### src/rtl/cm_pkg.sv
package cm_pkg;

    typedef enum logic {
        MODE_OSC  = 1'b0,
        MODE_SELF = 1'b1
    } clk_mode_e;

    typedef struct packed {
        logic mon_en;
        logic self_en;
    } mon_cfg_t;

    localparam mon_cfg_t CFG_RESET = '{mon_en: 1'b1, self_en: 1'b1};

endpackage

### src/rtl/cm_osc_edge.sv
module cm_osc_edge #(
    parameter int SYNC_STAGES = 2
) (
    input  logic clk,
    input  logic rst,
    input  logic osc_in,
    output logic osc_edge
);
    // pipe_q[SYNC_STAGES-1:0] synchronise, pipe_q[SYNC_STAGES] holds the prior value
    logic [SYNC_STAGES:0] pipe_q;

    always_ff @(posedge clk) begin
        if (rst) begin
            pipe_q <= '0;
        end else begin
            pipe_q <= {pipe_q[SYNC_STAGES-1:0], osc_in};
        end
    end

    assign osc_edge = pipe_q[SYNC_STAGES] ^ pipe_q[SYNC_STAGES-1];

endmodule

### src/rtl/cm_gap_timer.sv
module cm_gap_timer #(
    parameter int LOSS_LIMIT = 16,
    parameter int GW         = $clog2(LOSS_LIMIT + 1)
) (
    input  logic          clk,
    input  logic          rst,
    input  logic          osc_edge,
    output logic [GW-1:0] gap_cnt,
    output logic          clk_lost
);
    localparam logic [GW-1:0] LIMIT_V = GW'(LOSS_LIMIT);

    logic [GW-1:0] gap_q;

    always_ff @(posedge clk) begin
        if (rst) begin
            gap_q <= '0;
        end else if (osc_edge) begin
            gap_q <= '0;
        end else if (gap_q != LIMIT_V) begin
            gap_q <= gap_q + 1'b1;
        end
    end

    assign gap_cnt  = gap_q;
    assign clk_lost = (gap_q >= LIMIT_V);

endmodule

### src/rtl/cm_quality.sv
module cm_quality #(
    parameter int QUAL_EDGES = 16,
    parameter int QUAL_WIN   = 8,
    parameter int GW         = 5,
    parameter int QW         = $clog2(QUAL_EDGES + 1)
) (
    input  logic          clk,
    input  logic          rst,
    input  logic          check_en,
    input  logic          osc_edge,
    input  logic [GW-1:0] gap_cnt,
    output logic          osc_good,
    output logic [QW-1:0] good_cnt
);
    localparam logic [GW-1:0] WIN_V  = GW'(QUAL_WIN);
    localparam logic [QW-1:0] GOAL_V = QW'(QUAL_EDGES);

    logic [QW-1:0] cnt_q;
    logic          in_window;

    assign in_window = (gap_cnt < WIN_V);

    always_ff @(posedge clk) begin
        if (rst || !check_en) begin
            cnt_q <= '0;
        end else if (osc_edge) begin
            if (!in_window) begin
                cnt_q <= QW'(1);              // late edge starts a fresh run
            end else if (cnt_q != GOAL_V) begin
                cnt_q <= cnt_q + 1'b1;
            end
        end else if (!in_window) begin
            cnt_q <= '0;                      // window expired with no edge
        end
    end

    assign good_cnt = cnt_q;
    assign osc_good = (cnt_q == GOAL_V);

endmodule

### src/rtl/clk_monitor.sv
module clk_monitor
    import cm_pkg::*;
#(
    parameter int LOSS_LIMIT  = 16,
    parameter int QUAL_WIN    = 8,
    parameter int QUAL_EDGES  = 16,
    parameter int RST_SEQ     = 192,
    parameter int SYNC_STAGES = 2
) (
    input  logic clk,
    input  logic rst,
    input  logic osc_in,
    input  logic cfg_we,
    input  logic cfg_mon_en,
    input  logic cfg_self_en,
    output logic sel_osc,
    output logic self_mode,
    output logic mon_rst_req,
    output logic rst_seq_active
);
    localparam int GW = $clog2(LOSS_LIMIT + 1);
    localparam int QW = $clog2(QUAL_EDGES + 1);
    localparam int SW = $clog2(RST_SEQ + 1);
    localparam logic [SW-1:0] SEQ_V = SW'(RST_SEQ);

    logic          edge_w;
    logic [GW-1:0] gap_w;
    logic          loss_w;
    logic          osc_ok_w;
    logic [QW-1:0] q_cnt_w;

    mon_cfg_t      cfg_q;
    clk_mode_e     mode_q;
    logic          req_q;
    logic [SW-1:0] seq_q;
    logic          self_en_w;

    cm_osc_edge #(.SYNC_STAGES(SYNC_STAGES)) u_edge (
        .clk      (clk),
        .rst      (rst),
        .osc_in   (osc_in),
        .osc_edge (edge_w)
    );

    cm_gap_timer #(.LOSS_LIMIT(LOSS_LIMIT), .GW(GW)) u_gap (
        .clk      (clk),
        .rst      (rst),
        .osc_edge (edge_w),
        .gap_cnt  (gap_w),
        .clk_lost (loss_w)
    );

    cm_quality #(
        .QUAL_EDGES (QUAL_EDGES),
        .QUAL_WIN   (QUAL_WIN),
        .GW         (GW),
        .QW         (QW)
    ) u_qual (
        .clk      (clk),
        .rst      (rst),
        .check_en (mode_q == MODE_SELF),
        .osc_edge (edge_w),
        .gap_cnt  (gap_w),
        .osc_good (osc_ok_w),
        .good_cnt (q_cnt_w)
    );

    // configuration: fallback enable cannot be cleared while in self mode
    always_ff @(posedge clk) begin
        if (rst) begin
            cfg_q <= CFG_RESET;
        end else if (cfg_we) begin
            cfg_q.mon_en  <= cfg_mon_en;
            cfg_q.self_en <= cfg_self_en | (mode_q == MODE_SELF);
        end
    end

    // clock mode and reset request
    always_ff @(posedge clk) begin
        if (rst) begin
            mode_q <= MODE_SELF;
            req_q  <= 1'b0;
        end else begin
            unique case (mode_q)
                MODE_OSC: begin
                    if (loss_w && cfg_q.mon_en && cfg_q.self_en) begin
                        mode_q <= MODE_SELF;
                    end
                end
                MODE_SELF: begin
                    if (osc_ok_w) begin
                        mode_q <= MODE_OSC;
                    end
                end
                default: mode_q <= MODE_SELF;
            endcase
            req_q <= (mode_q == MODE_OSC) && cfg_q.mon_en && !cfg_q.self_en && loss_w;
        end
    end

    // reset sequence length, runs beside the quality check
    always_ff @(posedge clk) begin
        if (rst) begin
            seq_q <= SEQ_V;
        end else if (seq_q != '0) begin
            seq_q <= seq_q - 1'b1;
        end
    end

    assign self_en_w      = cfg_q.self_en;
    assign sel_osc        = (mode_q == MODE_OSC);
    assign self_mode      = (mode_q == MODE_SELF);
    assign mon_rst_req    = req_q;
    assign rst_seq_active = (seq_q != '0);

endmodule

### config.mk
export PLATFORM = sky130hd
export DESIGN_NAME = clk_monitor
export DESIGN_NICKNAME = d
export VERILOG_FILES = /design/src/rtl/cm_pkg.sv /design/src/rtl/cm_osc_edge.sv /design/src/rtl/cm_gap_timer.sv /design/src/rtl/cm_quality.sv /design/src/rtl/clk_monitor.sv
export SDC_FILE = /design/constraint.sdc
export NUM_CORES = 1
export LEC_CHECK = 0
export CAP_MARGIN = 20
export CORE_UTILIZATION = 37
export CTS_CLUSTER_SIZE = 30
export DETAILED_ROUTE_END_ITERATION = 8
export PLACE_DENSITY = 0.67
export SLEW_MARGIN = 20
export SYNTH_ARGS = -nofsm -noshare
export SYNTH_HDL_FRONTEND = slang
export SYNTH_SLANG_ARGS = --single-unit
### constraint.sdc
create_clock -name clk -period 3.8 [get_ports clk]
set_input_delay 0.76 -clock clk [delete_from_list [all_inputs] [get_ports clk]]
set_output_delay 0.76 -clock clk [all_outputs]
set_load 0.005 [all_outputs]
==> flow_summary.yaml, run 1 <==
status:
  status: "finished, final reports clean"
route:
  viasPerCell: 5.04
  first_pass_iters: 4
  drc_errors: 0
  ant_nets: 0
  drt-total-wl_mm: 2.04
  first_iter_violations: 16
  vias: 887
  wl_per_cell_um: 11.6
global_route:
  grt_antenna_before_repair: 0
  grt_pass1_vias: 825
  grt_pass1_wl_mm: 3.62
  grtUsageTotal: 0.139
  gr-total-overflow: 0
  grt_start_max_net_pins: 19
setup_path:
  critical_path.max_stage_delay_ns: 0.48
  cp_slowest_cell: "or3b_2"
  worst_path_most_repeated_cell: "inv_1"
  crit_path_end_kind: "output pin"
  cp.arrival_ns: 2.22
  cp_max_fo: 5
  cp-start-kind: "flip-flop"
  worstPathRequired_ns: 3.04
  worst-setup-path-type: "reg2out"
  crit_chain: "inv_1, ha_1, or3b_2, nor2_1, inv_1, clkdlybuf4s50_1"
floorplan:
  rows: 20
  core-area_um2: 3030
  initial_core_util: 0.388
  die_x_um: 58.4
  dieArea_um2: 3400
  die_h_um: 58.4
  ioPinCount: 10
clocking:
  cts_buffers: 3
  cts_hold_buf: 0
  clk_latency_ns: 0.32
  clk_pin_slew_ns: 0.13
  cts_resized: 0
  htree_levels: 1
  clock_sinks: 25
  post-cts-setup-buffers: 0
  cts_buffer_depth: 2
  cts_tree: "done"
  root_buffer: "clkbuf_4"
yosys:
  synth_seq_cells: 25
  syn-cell-area_um2: 1170
  synth.distinct_cells: 35
  syn_inst: 121
  yosys_warnings: 0
  synth_fp_nets: 133
  async_reset_ff_frac: 0
  synth_ff_type: "dfxtp_1"
  synth_edf_count: 0
  ys_seq_area_frac: 0.426
  syn_avg_cell_area_um2: 9.71
timing:
  finalClockSkew_ns: 0.00693
  final.setup.tns_ns: 0
  relSlewSlack: 0.545
  fmax_mhz: 336
  tightestPinTransition_ns: 0.680
  rsz0062_at_grt: "false"
  finalMaxSlewViolations: 0
  period_needed_ns: 2.98
  hold_viol: 0
  setup_viol: 0
  fin_crit_sh: 0.784
finish:
  utilization: 0.438
  areaGrowthSynthToFinish_pct: 13.0
  layout.nets: 145
  diodes: 0
  drive_gt1_frac: 0.0682
worst_hold_path:
  hold_class: "reg2reg"
power_and_ir_drop:
  power.leakage_nw: 0.489
  seq_power_share: 0.596
  internal_power_w: 0.000373
  p_clk_frac: 0.229
  power.switching_fraction: 0.285
  finalPower_w: 0.000521
  power_density_nw_per_um2: 393
  ir_drop_v: 0.000200
  p_sw_w: 0.000149
  pwr-share-comb: 0.175
place:
  numPortBuffers: 9
  routabilityCongestion: 0.808
  dp_hpwl_mm: 1.50
job:
  maxCapViolations: 0
[critical path: cells and delay by family, from the launching register on]
kind,cells,cell delay (ns)
buf+inv,3,0.61
flops,1,0.35
fa+ha+maj,1,0.17
simple gates,2,0.76
[cells by family (layout without fill, tap and decap cells)]
group | Yosys count | in the layout | share of synthesized area
and+or+nand+nor | 50 | 50 | 0.261
DFF | 25 | 25 | 0.426
buffers and inverters | 10 | 21 | 0.0415
adders and majority gates | 6 | 6 | 0.0639
muxes | 4 | 4 | 0.0341
AOI/OAI and AO/OA | 17 | 17 | 0.106
xor gates and xnor gates | 9 | 9 | 0.0671
[Yosys cell counts (2+ instances only)]
master    instances  area (um2)
nor3b_1           3        22.5
a21boi_0          3        22.5
mux2i_1           4        40.0
nor3_1            8        40.0
dfxtp_1          25         500
nor2_1            8        30.0
a211oi_1          2        15.0
ha_1              6        75.1
nor2b_1           5        31.3
xnor2_1           6        52.6
a211o_1           3        26.3
a21oi_1           3        15.0
nand3_1           4        20.0
nand2b_1          4        25.0
nor4_1            2        12.5
inv_1             8        30.0
nand2_1           5        18.8
xor2_1            3        26.3
o211ai_1          2        15.0
nand4_1           2        12.5
[final timing paths]
check | start | end | slack, ns | cells past startpoint
setup / recovery | seq_q[0] | rst_seq_active | 0.82 | 6
hold / removal | u_edge.pipe_q[0] | u_edge.pipe_q[1] | 0.45 | 1
setup reg to reg | seq_q[0] | seq_q[6] | 2.14 | 5
hold reg to reg | u_edge.pipe_q[0] | u_edge.pipe_q[1] | 0.45 | 1
[final cells by class]
cell class,count,area (um2)
inverter,8,30.0
clock buffer,4,26.3
timing repair buffer,9,90.1
tap,44,55.1
sequential,25,500
multi-input combinational,86,626
fill,315,1700
[per-layer routing]
metal / up-vias / wire length (um) / global-route usage
met2: 10 / 927 / 0.210
met5: - / 0 / 0
li1: 454 / - / -
met1: 421 / 1050 / 0.185
met4: 0 / 4 / 0.0510
met3: 2 / 56 / 0.0462
[registers in the layout, summed over array words and instances, names as in the netlist]
signal	flops
self_mode	1
cfg_q	1
self_en_w	1
u_gap.gap_cnt	5
u_qual.good_cnt	5
mon_rst_req	1
seq_q	8
u_edge.pipe_q	3
[layout by cell type (no fill, tap or decap)]
cell	Yosys	final
o211ai_1	2	2
o41ai_1	1	1
nor4_2	1	1
o21ai_0	1	1
nor4bb_1	1	1
a211o_1	3	3
nand3_1	4	4
nand4_1	2	2
inv_1	8	8
and4bb_2	1	1
xor2_1	3	3
clkdlybuf4s50_1	0	9
clkbuf_1	0	1
or3b_2	1	1
or4_4	1	1
nor3_1	8	8
a21boi_0	3	3
xnor2_1	6	6
mux2i_1	4	4
or2_2	1	1
nor4b_2	1	1
o31ai_1	1	1
nor2b_1	5	5
nand4bb_1	1	1
a311o_1	1	1
nor3b_1	3	3
a211oi_1	2	2
nand2_1	5	5
a21oi_1	3	3
clkbuf_4	0	3
or3_1	1	1
nor4_1	2	2
ha_1	6	6
dfxtp_1	25	25
nor2_1	8	8
nand2b_1	4	4
[per-stage QoR]
| stage | worst slack (ns) | hold WS, ns | instance area [um2] | std cells |
|---|---|---|---|---|
| after floorplan | 1.75 | 0.413 | 1170 | 121 |
| after global placement | 1.21 | 0.431 | 1300 | 172 |
| after detailed placement | 1.14 | 0.424 | 1300 | 172 |
| after CTS | 0.826 | 0.456 | 1330 | 176 |
| after global routing | 0.646 | 0.470 | 1330 | 176 |
| final | 0.820 | 0.451 | 1330 | 176 |
[power by group through the flow]
stage	Clock, W	Sequential [W]	Combinational [W]
floorplan	0	0.000310	0.0000746
global placement	0	0.000314	0.0000880
detailed placement	0	0.000316	0.0000909
CTS	0.000125	0.000310	0.0000916
global route	0.000138	0.000314	0.000106
finish	0.000119	0.000311	0.0000914
Note: power is estimated with default switching activity, not from simulation.
==> inputs of run 2 (changes only) <==
Settings changed: PLACE_DENSITY 0.67 to 0.69.
Clock period 3.8 ns to 2.5 ns, I/O delays scaled along.
==> flow_summary.yaml, run 2 (synthesis results as in run 1) <==
setup_path:
  crit_path_end_kind: "output pin"
  worstReg2RegStart: "seq_q[0]"
  worst_path_most_repeated_cell: "inv_1"
  cp_max_fo: 4
  path_buf_inv: 3
  crit_chain: "inv_1, ha_2, or3b_4, nor2_2, inv_1, dlymetal6s2s_1"
  worst-setup-path-type: "reg2out"
  worstPathRequired_ns: 2.00
  cp.arrival_ns: 1.68
  critical_path.top_delay_family: "simple AND/OR/NAND/NOR gates"
  cp-start-kind: "flip-flop"
  critical_path.max_stage_delay_ns: 0.39
  cp_slowest_cell: "or3b_4"
  worstSetupStartpoint: "seq_q[0]"
global_route:
  grtUsageTotal: 0.142
  grtUsageMet3: 0.0505
  grt_start_max_net_pins: 18
  grtUsageMet2: 0.261
  grt_pass1_wl_mm: 3.72
  grt_busiest_layer: "met2"
  grt_pass1_vias: 872
  gr-total-overflow: 0
  use_met1: 0.153
  grt_antenna_before_repair: 0
finish:
  fill_cells: 308
  layout.nets: 147
  areaGrowthSynthToFinish_pct: 15.7
  utilization: 0.449
  regMostFlops: "seq_q"
  largest_reg_flops: 8
  drive_gt1_frac: 0.119
  final_cell_area_um2: 1360
  final_common_cell: "dfxtp_1"
  diodes: 0
  final_cell_mix: "dfxtp_1 (23), inv_1 (8), nor3_1 (8), clkdlybuf4s50_1 (8), nor2_1 (7)"
clocking:
  clk_pin_slew_ns: 0.15
  clock_sinks: 25
  cts_hold_buf: 0
  cts_buffer_depth: 2
  root_buffer: "clkbuf_4"
  cts_tree: "done"
  clk_latency_ns: 0.32
  cts_buffers: 3
  htree_levels: 1
route:
  ant_nets: 0
  viasPerCell: 5.14
  vias: 915
  wl_per_cell_um: 12.0
  drc_errors: 0
  first_pass_iters: 4
  drt-total-wl_mm: 2.14
  first_iter_violations: 40
place:
  place_area_um2: 1320
  numPortBuffers: 9
  dp_hpwl_mm: 1.54
  routabilityCongestion: 0.925
  post-place-ws_ns: 0.306
floorplan:
  dieArea_um2: 3400
  die_h_um: 58.4
  initial_core_util: 0.388
  core-area_um2: 3030
  ioPinCount: 10
  rows: 20
  die_x_um: 58.4
timing:
  setup_viol: 0
  rsz0062_at_grt: "false"
  relSlewSlack: 0.580
  finalClockSkew_ns: 0.00500
  period_needed_ns: 2.18
  final.setup.tns_ns: 0
  hold_viol: 0
  fmax_mhz: 458
  fin_crit_sh: 0.874
  finalMaxSlewViolations: 0
  fin_ws_ns: 0.315
  tightestPinTransition_ns: 0.628
power_and_ir_drop:
  finalPower_w: 0.000808
  ir_drop_v: 0.000352
  power_density_nw_per_um2: 595
  power.leakage_nw: 0.498
status:
  status: "finished, final reports clean"
job:
  maxCapViolations: 0
worst_hold_path:
  hold_class: "reg2reg"
  hp-start: "self_en_w"
[run 2: cell types whose count changed in the layout (fill, tap and decap cells not counted), sizes merged]
cell           delta
buf               +2
dlymetal6s2s      +1
clkinvlp          +1
clkbuf            -1
clkdlybuf4s50     -1
[run 2: worst reg2reg max path, delay by kind of cell, from the launching register on]
| kind | cells | cell delay [ns] |
|---|---|---|
| compound gates | 1 | 0.35 |
| flops | 1 | 0.37 |
| simple gates | 2 | 0.55 |
| fa+ha+maj | 1 | 0.20 |
| buf+inv | 1 | 0.11 |
[run 2: routing by layer]
layer | wire (um) | share of wire
met1 | 932 | 0.44
met2 | 1100 | 0.51
met3 | 85 | 0.040
met4 | 24 | 0.011
met5 | 0 | 0
[run 2: what timing repair did]
action | in CTS | in global routing
setup buffers | 0 | 0
endpoints found under the setup margin | 1 | 1
endpoints found under the hold margin | 0 | 0
gates resized for setup | 4 | 2
gates cloned | 0 | 0
[run 2: final cells by class]
| cell class | instances | area [um2] | area share |
|---|---|---|---|
| clock buffer | 3 | 22.5 | 0.0166 |
| inverter | 8 | 30.0 | 0.0221 |
| multi-input combinational | 86 | 633 | 0.466 |
| tap | 44 | 55.1 | 0.0405 |
| clock inverter | 1 | 7.51 | 0.00552 |
| timing repair buffer | 11 | 108 | 0.0792 |
| sequential | 25 | 503 | 0.370 |
[run 2: worst paths after layout]
check | end | slack [ns] | depth (start not counted)
min | mon_rst_req | 0.46 | 1
min reg2reg | mon_rst_req | 0.46 | 1
max reg2reg | seq_q[6] | 0.84 | 5
max | rst_seq_active | 0.32 | 6
[run 2: stage by stage]
| step | hold WS (ns) | instances |
|---|---|---|
| after floorplan | 0.413 | 121 |
| after global placement | 0.422 | 174 |
| after detailed placement | 0.439 | 174 |
| after CTS | 0.455 | 178 |
| after global routing | 0.460 | 178 |
| final | 0.458 | 178 |
[run 2: report_power, final]
part           switching [W]  internal (W)  total [W]
Combinational      0.0000700     0.0000744   0.000144
Clock               0.000129     0.0000612   0.000190
Sequential         0.0000404      0.000433   0.000473
